`src/rtl/shadd_flags.sv`:
```
module shadd_flags #(
  parameter int W  = 32,
  parameter int IW = 4,
  parameter int AW = 8
) (
  input  logic          clk,
  input  logic          rst,
  input  logic [W-1:0]  op_a,
  input  logic [W-1:0]  op_b,
  input  logic [W-1:0]  amt_reg,
  input  logic [1:0]    shift_kind,
  input  logic          set_flags,
  input  logic          cond_ok,
  input  logic [IW-1:0] idx_dst,
  input  logic [IW-1:0] idx_a,
  input  logic [IW-1:0] idx_b,
  input  logic [IW-1:0] idx_amt,
  input  logic [3:0]    flags_in,
  output logic [W-1:0]  result_q,
  output logic          wr_en_q,
  output logic [3:0]    flags_q,
  output logic          illegal_q
);
  localparam int SW = $clog2(W);
  localparam logic [IW-1:0] BAD = '1;

  logic [AW-1:0]  amt;
  logic [SW-1:0]  sub;
  logic           big;
  logic [2*W-1:0] rot2;
  logic [W-1:0]   shb;
  logic [W:0]     sum;
  logic [3:0]     nzcv;
  logic           bad;
  logic           upd;
  logic           unused_amt_hi;

  assign amt           = amt_reg[AW-1:0];
  assign unused_amt_hi = ^amt_reg[W-1:AW];
  assign sub           = amt[SW-1:0];
  assign big           = amt >= AW'(W);
  assign rot2          = {op_b, op_b} >> sub;

  always_comb begin
    case (shift_kind)
      2'b00:   shb = big ? '0 : op_b << sub;
      2'b01:   shb = big ? '0 : op_b >> sub;
      2'b10:   shb = big ? {W{op_b[W-1]}} : unsigned'($signed(op_b) >>> sub);
      default: shb = rot2[W-1:0];
    endcase
  end

  assign sum  = {1'b0, op_a} + {1'b0, shb};
  assign nzcv = {sum[W-1], sum[W-1:0] == '0, sum[W],
                 (op_a[W-1] == shb[W-1]) && (sum[W-1] != op_a[W-1])};
  assign bad  = (idx_dst == BAD) || (idx_a == BAD) || (idx_b == BAD) || (idx_amt == BAD);
  assign upd  = cond_ok && !bad && set_flags;

  always_ff @(posedge clk) begin
    if (rst) begin
      result_q  <= '0;
      wr_en_q   <= 1'b0;
      flags_q   <= '0;
      illegal_q <= 1'b0;
    end else begin
      result_q  <= sum[W-1:0];
      wr_en_q   <= cond_ok && !bad;
      flags_q   <= upd ? nzcv : flags_in;
      illegal_q <= bad;
    end
  end


  illegal_gate_chk: assert property (@(posedge clk) disable iff (rst)
    (idx_dst == BAD || idx_a == BAD || idx_b == BAD || idx_amt == BAD)
      |=> illegal_q && !wr_en_q && flags_q == $past(flags_in));


  cond_gate_chk: assert property (@(posedge clk) disable iff (rst)
    !cond_ok |=> !wr_en_q && flags_q == $past(flags_in));


  keep_flags_chk: assert property (@(posedge clk) disable iff (rst)
    !set_flags |=> flags_q == $past(flags_in));


  nz_match_chk: assert property (@(posedge clk) disable iff (rst)
    (cond_ok && set_flags && idx_dst != BAD && idx_a != BAD && idx_b != BAD && idx_amt != BAD)
      |=> flags_q[3] == result_q[W-1] && flags_q[2] == (result_q == '0));


  zero_amt_chk: assert property (@(posedge clk) disable iff (rst)
    (amt_reg[AW-1:0] == '0) |=> result_q == $past(op_a + op_b));

endmodule

```
`config.mk`:
```
export PLATFORM = sky130hd
export DESIGN_NAME = shadd_flags
export DESIGN_NICKNAME = d
export VERILOG_FILES = /design/src/rtl/shadd_flags.sv
export SDC_FILE = /design/constraint.sdc
export NUM_CORES = 1
export LEC_CHECK = 0
export BUFFER_PORTS_ARGS = -buffer_cell sky130_fd_sc_hd__buf_4
export CORE_MARGIN = 2
export CORE_UTILIZATION = 57
export CTS_CLUSTER_DIAMETER = 50
export DETAILED_ROUTE_END_ITERATION = 7
export HOLD_SLACK_MARGIN = 0.03
export PLACE_DENSITY = 0.8
export SYNTH_ARGS = -nofsm -noshare
export SYNTH_HDL_FRONTEND = slang
export SYNTH_SLANG_ARGS = --single-unit
```
`constraint.sdc`:
```
create_clock -name clk -period 6 [get_ports clk]
set_clock_uncertainty 0.2 [all_clocks]
set_input_delay 0.3 -clock clk [delete_from_list [all_inputs] [get_ports clk]]
set_output_delay 0.3 -clock clk [all_outputs]
set_load 0.02 [all_outputs]
```
# After elaboration in Yosys (flattened, before gate mapping)
# Cells that the tools add are included.
[op_classes]
n_addsub = 1
n_mux = 5
eq_ne = 8
shift = 4
n_reduce_logical = 9
order_cmp = 1
[ops]
columns = ["cell", "count"]
rows = [
  ["32-bit 2-to-1 mux", 3],
  ["32-bit one-hot mux with 3 select lines", 1],
  ["64-bit by 5-bit right shift with 32-bit output", 1],
  ["32-bit by 32-bit adder with 33-bit output", 1],
  ["32-bit logical NOT", 1],
  ["32-bit by 5-bit left shift with 32-bit output", 1],
  ["32-bit by 5-bit right shift with 32-bit output", 1],
  ["32-bit by 5-bit >>> shifter with 32-bit output", 1],
  ["4-bit equality test, second input constant", 4],
  ["8-bit by 6-bit greater-or-equal comparator with 1-bit output, second input constant", 1],
  ["4-bit 2-to-1 mux", 1],
  ["1-bit logical AND", 3],
  ["1-bit logical OR", 3],
  ["2-bit by 1-bit equality test with 1-bit output, second input constant", 1],
  ["2-bit equality test, second input constant", 1],
  ["2-bit logical NOT", 1],
  ["1-bit equality test", 1],
  ["1-bit logical NOT", 1],
  ["1-bit != test", 1],
]
[totals]
regBits = 38
elab_cells = 32

# Longest topological paths before layout
# Gate-level depths: netlist (run 1).
[logic_depth]
depth_word = 8
depth_mapped = 25
mapped_depth_nobuf = 22

# Worst setup path before layout (run 1)
# OpenSTA, ideal clock, no wires.
[synth_path]
kind = "input-to-reg"
from = "input amt_reg[0]"
to = "register flags_q[2]"
t_required_ps = 5731
setup_time_ps = 69
t_arrival_ps = 4453
path_stages = 23
setup_slack_ps = 1279
cell_sequence = "buf_4 -> buf_4 -> inv_1 -> buf_2 -> buf_2 -> mux2_2 -> a21oi_1 -> a21oi_1 -> o21ai_0 -> o21ai_0 -> a31oi_1 -> ha_1 -> buf_6 -> a21o_1 -> or3_1 -> o211ai_2 -> a21boi_2 -> o41a_1 -> a21o_1 -> a211oi_2 -> xor2_1 -> nand4_1 -> o21ai_1"
[synth_between]
elab_chain_cells = 6
elab_cells_between_ends = 12
[synth_rtl]
columns = ["element", "line", "rtl"]
rows = [
  ["from (decl)", "10", "input logic [W-1:0] amt_reg,"],
  ["8-bit by 6-bit greater-or-equal comparator with 1-bit output (tied with other cells)", "41", "assign big = amt >= AW'(W);"],
  ["32-bit 2-to-1 mux, on equally long branches", "48, 46, 47", ""],
  ["32-bit one-hot mux with 3 select lines (*)", "45", "case (shift_kind)"],
  ["32-bit by 32-bit adder with 33-bit output (*)", "53", "assign sum = {1'b0, op_a} + {1'b0, shb};"],
  ["32-bit logical NOT (*)", "54", "assign nzcv = {sum[W-1], sum[W-1:0] == '0, sum[W],"],
  ["4-bit 2-to-1 mux (*)", "68", "flags_q <= upd ? nzcv : flags_in;"],
  ["to (signal assigned)", "68", ""],
  ["to (decl)", "21", "output logic [3:0] flags_q,"],
]
# Every way passes the cells marked *; elsewhere a longest branch is shown, timed or not.
# A chain may end at the register's enable or synchronous reset.

# Worst setup path after layout (run 1)
# Ends and elaborated chain as after synthesis.

==> impl_metrics.csv, run 1 <==
group,metric,value,unit
pwr,peakVddDrop,0.0000950,V
timing,hold_viol_final,0,
logic_synthesis,synthDistinctLibCells,75,
setup_path,cp-end-kind,"flip-flop",
placement,gp_congestion,1.17,
floorplan,row_count,41,
grt,grt_pass1_vias,8049,
pwr,p_comb_share,59.6,%
finish,nets,1311,
timing,hold_slack,0.0306,ns
min_path,hold-path-endpoint,"flags_q[3]",
floorplan,ios,160,
clock_network,cts_tree,"done",
pwr,clkPwrFrac,22.0,%
setup_path,required,6.04,ns
pwr,p_leak,3.93,nW
floorplan,die_y,118,um
routing,vias_per_cell,6.68,
min_path,min_from,"flags_in[3]",
placement,dpl_cell_area,0.00862,mm2
timing,period_share,92.3,%
min_path,hold_depth,3,
logic_synthesis,async_flop_share,0,%
pwr,power_density,186,mW/mm2
timing,finalMaxSlewViolations,0,
logic_synthesis,synthCells,1049,
routing,drcViolationCount,0,
logic_synthesis,netlist_area,0.00740,mm2
clock_network,clk_pin_slew,0.06,ns
grt,gr-total-overflow,0,
status,outcome,"finished, final reports clean",
timing,fin_crit,5.54,ns
setup_path,cp_max_fo,23,
clock_network,cts_buffer_depth,2,
floorplan,core_area,0.0127,mm2
flow_run,drv_cap,0,
clock_network,cts_root_buf,"clkbuf_16",
clock_network,cts_made_buffers,5,
routing,antenna_left,0,
pwr,swShare,42.6,%
min_path,worstHoldPathType,"input pin to flip-flop",
logic_synthesis,syn_nets,1204,
routing,wire_per_inst,21.1,um
timing,maxSlewHeadroom,55.5,%
finish,fin_util,69.7,%
routing,first_pass_iters,7,
logic_synthesis,synth_edf_count,0,
grt,grt_start_max_net_pins,58,
floorplan,start_util,58.4,%
timing,setup_tns,0,ns
finish,fill_cells,1101,
routing,routed_wl,28000,um
routing,num_vias,8877,
grt,grt_pass1_wl,43700,um
logic_synthesis,yosys_warnings,0,
grt,track_usage,39.3,%
logic_synthesis,syn_area_per_cell,7.06,um2
finish,antennaDiodeCount,0,
finish,seq_area,761,um2
setup_path,path_class,"input pin to flip-flop",
grt,antenna_found_initial,0,
pwr,netSwitchingPower,0.700,mW
finish,multi_input_area,0.00627,mm2
routing,drt-initial-drc-count,1244,
pwr,p_int,0.942,mW
pwr,design_power_total,1.64,mW
logic_synthesis,synth_seq_area_share,10.3,%
setup_path,arrival,5.57,ns
setup_path,start_kind,"input pin",
logic_synthesis,ys_ff_latch,38,
placement,place_hpwl,22600,um
timing,rsz0062_at_grt,"no",
finish,syn2layout_area_growth,19.3,%
placement,io_buffer_count,135,
finish,drive_gt1_share,21.1,%
clock_network,postCtsSetupRepairBufs,0,
timing,fmax,181,MHz
floorplan,die-area,0.0139,mm2
clock_network,cts_max_level,2,
timing,setup_violations,0,
clock_network,clkSinkCount,38,
floorplan,die_w,118,um
finish,design_area,0.00883,mm2
timing,worst_slew_pin_slew,0.660,ns
pwr,pwr-share-seq,18.4,%
logic_synthesis,synth-main-ff-cell,"dfxtp_1",
[cell families (layout without fill, tap and decap cells)]
family	after synthesis	count (layout)	synth area share (%)
flops	38	38	10.3
buf+inv	89	197	5.02
fa+ha+maj	33	33	5.68
mux	124	124	22.4
simple gates	404	404	24.8
xor+xnor	26	26	3.08
compound gates	335	335	28.7
[layout make-up]
type	instances	area share [%]
inverter	16	0.680
clock inverter	2	0.680
sequential	38	8.61
clock buffer	6	1.57
tap	172	2.44
timing repair buffer	173	15.0
multi-input combinational	922	71.0
[metal layers]
layer / wire length [um] / track usage [%]
met1: 11100 / 51.0
met2: 12400 / 62.3
met3: 3180 / 9.01
met4: 1360 / 17.4
met5: 0 / 0
[synthesized netlist by cell type (7+ instances only)]
cell | instances | area share [%]
nor2b_1 | 17 | 1.4
o21ai_0 | 78 | 5.3
buf_2 | 18 | 1.2
buf_1 | 10 | 0.51
a211oi_1 | 12 | 1.2
a31oi_1 | 14 | 1.2
mux4_2 | 32 | 9.7
a221oi_1 | 7 | 0.83
nor2_1 | 194 | 9.8
or3_1 | 8 | 0.68
nor3_1 | 22 | 1.5
a21oi_1 | 99 | 6.7
xnor2_1 | 7 | 0.83
or2_2 | 7 | 0.59
mux2_2 | 14 | 2.1
xor2_1 | 19 | 2.2
o21bai_1 | 7 | 0.71
dfxtp_1 | 38 | 10
nand2b_1 | 19 | 1.6
nand4_1 | 11 | 0.93
clkbuf_1 | 42 | 2.1
ha_1 | 32 | 5.4
o22ai_1 | 11 | 0.93
mux2i_1 | 78 | 11
and2_1 | 9 | 0.76
o21a_1 | 12 | 1.2
inv_1 | 15 | 0.76
nand3_1 | 19 | 1.3
a21o_1 | 22 | 2.2
nand2_1 | 75 | 3.8
[how the worst max path moves through the flow]
stage	end	start
final	flags_q[2]	amt_reg[0]
after global routing	flags_q[2]	amt_reg[1]
after CTS	flags_q[2]	amt_reg[0]
after detailed placement	flags_q[2]	amt_reg[0]
after global placement	flags_q[2]	amt_reg[0]
after floorplan	flags_q[2]	amt_reg[0]
[per-stage QoR]
stage          cells  setup slack (ns)
2_1_floorplan   1049              1.28
3_5_place_dp    1320             0.308
3_3_place_gp    1320             0.413
4_1_cts         1329             0.602
5_1_grt         1329             0.167
6_report        1329             0.461
[flip-flops by register name (all words and copies together), names as in the netlist]
register	cells
illegal_q	1
flags_q	4
result_q	32
wr_en_q	1
[placed cells by master, fill, tap and decap left out, types with 7 or more instances in the layout]
cell / instances
nand3_1: 19
ha_1: 32
mux2i_1: 78
nor2b_1: 17
a21o_1: 22
xor2_1: 19
or3_1: 8
mux4_2: 32
o22ai_1: 11
nand2_1: 75
nor2_1: 194
a221oi_1: 7
a211oi_1: 12
o21bai_1: 7
or2_2: 7
mux2_2: 14
buf_4: 170
o21a_1: 12
xnor2_1: 7
nor3_1: 22
o21ai_0: 78
dfxtp_1: 38
a31oi_1: 14
a21oi_1: 99
inv_1: 15
and2_1: 9
nand4_1: 11
nand2b_1: 19
[timing repair]
item / in CTS / in global routing
hold buffers: 1 / 0
endpoints found under the setup margin: 0 / 0
gates resized for setup: 0 / 0
endpoints found under the hold margin: 1 / 0
[power by group through the flow]
stage                     combinational, mW  clock, mW  sequential, mW
after CTS                             0.952      0.360           0.304
final                                 0.979      0.361           0.303
after global routing                   1.05      0.373           0.307
after floorplan                       0.584          0           0.361
after detailed placement              0.947          0           0.309
after global placement                0.939          0           0.308
[critical path: stages]
cell and delay (ns):
buf_4 0.24, inv_1 0.52, mux2i_1 0.52, nor2_1 0.08
nor3_1 0.27, a21oi_1 0.10, o21ai_0 0.29, nor2_1 0.07
o32ai_1 0.47, ha_1 0.41, a21oi_1 0.30, o21ai_0 0.20
or3_1 0.35, o22a_1 0.22, xnor2_1 0.23, a21boi_0 0.21
nand4_1 0.14, nor4_1 0.37, nand4_1 0.15, o21ai_1 0.13
(Power assumes the default switching activity.)
==> run 2, diff against run 1 <==
clock period = 5.76 ns   (was 6 ns; I/O delays follow)
==> impl_metrics.csv, run 2 (synthesis gave the netlist of run 1 again) <==
group,metric,value,unit
routing,first_pass_iters,8,
floorplan,start_util,58.4,%
clock_network,cts_made_buffers,5,
setup_path,crit_chain,"buf_4 -> buf_4 -> mux4_2 -> nor2_1 -> nor2_1 -> mux2i_1 -> nor2_1 -> a21o_1 -> a221oi_1 -> o21ai_1 -> a21oi_1 -> a21oi_1 -> ha_1 -> a21oi_1 -> o211ai_1 -> a21oi_1 -> a21boi_2 -> o41a_1 -> a21o_1 -> a211oi_2 -> xor2_1 -> nand4_1 -> o21ai_1",
timing,maxSlewHeadroom,49.3,%
setup_path,cpPeakStageDelay,0.42,ns
placement,gp_congestion,1.14,
pwr,swShare,45.0,%
min_path,hold_depth,3,
setup_path,cp-end-kind,"flip-flop",
placement,dp.cells,1326,
clock_network,clk_pin_slew,0.06,ns
timing,period_share,91.1,%
placement,place_hpwl,23100,um
clock_network,cts_tree,"done",
finish,regMostFlops,"result_q",
setup_path,slowest_stage,"ha_1",
grt,track_usage,40.4,%
floorplan,die-area,0.0139,mm2
floorplan,row_count,41,
grt,antenna_found_initial,0,
flow_run,drv_cap,0,
finish,nets,1317,
floorplan,core_area,0.0127,mm2
pwr,power_density,185,mW/mm2
placement,io_buffer_count,135,
routing,routed_wl,28700,um
min_path,min_from,"flags_in[0]",
min_path,hold-path-endpoint,"flags_q[0]",
timing,setup_tns,0,ns
floorplan,ios,160,
status,outcome,"finished, violations left",
pwr,clkPwrFrac,17.7,%
timing,hold_viol_final,0,
clock_network,cts_root_buf,"clkbuf_16",
clock_network,clkSinkCount,38,
min_path,worstHoldPathType,"input pin to flip-flop",
routing,num_vias,8964,
status,violations,"DRC",
timing,fmax,191,MHz
finish,fin_cells,1335,
setup_path,path_class,"input pin to flip-flop",
timing,fin_crit,5.25,ns
finish,syn2layout_area_growth,19.1,%
finish,seq_area,761,um2
pwr,p_leak,3.93,nW
routing,drt-initial-drc-count,1233,
finish,fill_cells,1111,
routing,vias_per_cell,6.71,
floorplan,die_y,118,um
pwr,peakVddDrop,0.000121,V
finish,final_common_cell,"nor2_1",
grt,grt_pass1_wl,44400,um
finish,antennaDiodeCount,0,
routing,wire_per_inst,21.5,um
finish,top_regs,"result_q: 32 flops, flags_q: 4 flops",
routing,drcViolationCount,1,
floorplan,die_w,118,um
pwr,p_comb_share,63.0,%
timing,setup_violations,0,
finish,multi_input_area,0.00627,mm2
clock_network,cts_max_level,2,
grt,grt_start_max_net_pins,45,
pwr,pwr-share-seq,19.3,%
pwr,design_power_total,1.63,mW
grt,grt_pass1_vias,8113,
pwr,netSwitchingPower,0.734,mW
clock_network,cts_buffer_depth,2,
pwr,p_int,0.898,mW
setup_path,arrival,5.28,ns
setup_path,cp_max_fo,25,
setup_path,start_kind,"input pin",
finish,drive_gt1_share,21.5,%
timing,worst_slew_pin_slew,0.758,ns
setup_path,cpMostUsedCell,"a21oi_1",
routing,antenna_left,0,
finish,layout_common_cells,"194 x nor2_1, 176 x buf_4, 99 x a21oi_1",
setup_path,required,5.79,ns
grt,gr-total-overflow,0,
finish,largest_reg_flops,32,
timing,rsz0062_at_grt,"no",
timing,finalMaxSlewViolations,0,
## run 2: how the worst max path moves through the flow
stage                     startpoint         end  cells past startpoint
after floorplan           amt_reg[0]  flags_q[2]                     23
after global placement    amt_reg[0]  flags_q[2]                     23
after detailed placement  amt_reg[0]  flags_q[2]                     23
after CTS                 amt_reg[0]  flags_q[2]                     22
after global routing      amt_reg[0]  flags_q[2]                     23
final                     amt_reg[1]  flags_q[2]                     23
## run 2: power groups by stage
stage / clock network, mW / registers [mW] / logic, mW
after floorplan: 0 / 0.376 / 0.608
after global placement: 0 / 0.321 / 0.983
after detailed placement: 0 / 0.322 / 0.995
after CTS: 0.293 / 0.316 / 1.00
after global routing: 0.302 / 0.319 / 1.10
final: 0.289 / 0.316 / 1.03
## run 2: layout make-up
type	instances	share of cell area, %
sequential	38	8.62
inverter	16	0.681
clock buffer	6	1.57
tap	172	2.44
timing repair buffer	179	15.4
multi-input combinational	922	71.1
clock inverter	2	0.142
## run 2: critical path, delay by kind of cell
| kind | cells | cell delay, ns |
|---|---|---|
| adders and majority gates | 1 | 0.42 |
| and+or+nand+nor | 4 | 0.41 |
| muxes | 2 | 0.59 |
| AOI/OAI and AO/OA | 13 | 2.67 |
| buffers and inverters | 2 | 0.65 |
| xor gates and xnor gates | 1 | 0.22 |
## run 2: per-layer routing
metal / up-vias / GRT usage, % / share of wire, %
met5: - / 0 / 0
met4: 0 / 20.9 / 5.3
met3: 107 / 9.84 / 12
met2: 643 / 65.1 / 45
met1: 4080 / 49.9 / 38
li1: 4134 / - / -
## run 2: metrics by stage
stage / setup WS (ns) / hold slack [ns] / area [um2] / util (%)
2_1_floorplan: 1.05 / 0.202 / 7400 / -
3_3_place_gp: 0.411 / 0.315 / 8660 / 68.3
3_5_place_dp: 0.296 / 0.325 / 8660 / 68.3
4_1_cts: 0.562 / 0.0325 / 8820 / 69.6
5_1_grt: 0.0622 / 0.0460 / 8820 / 69.6
6_report: 0.511 / 0.0261 / 8820 / 69.6
## run 2: what timing repair did
| item | CTS | global route |
|---|---|---|
| resized for setup | 0 | 1 |
| hold buffers | 1 | 0 |
| endpoints found under the setup margin | 0 | 1 |
| endpoints found under the hold margin | 1 | 0 |
| buffers inserted | 0 | 0 |
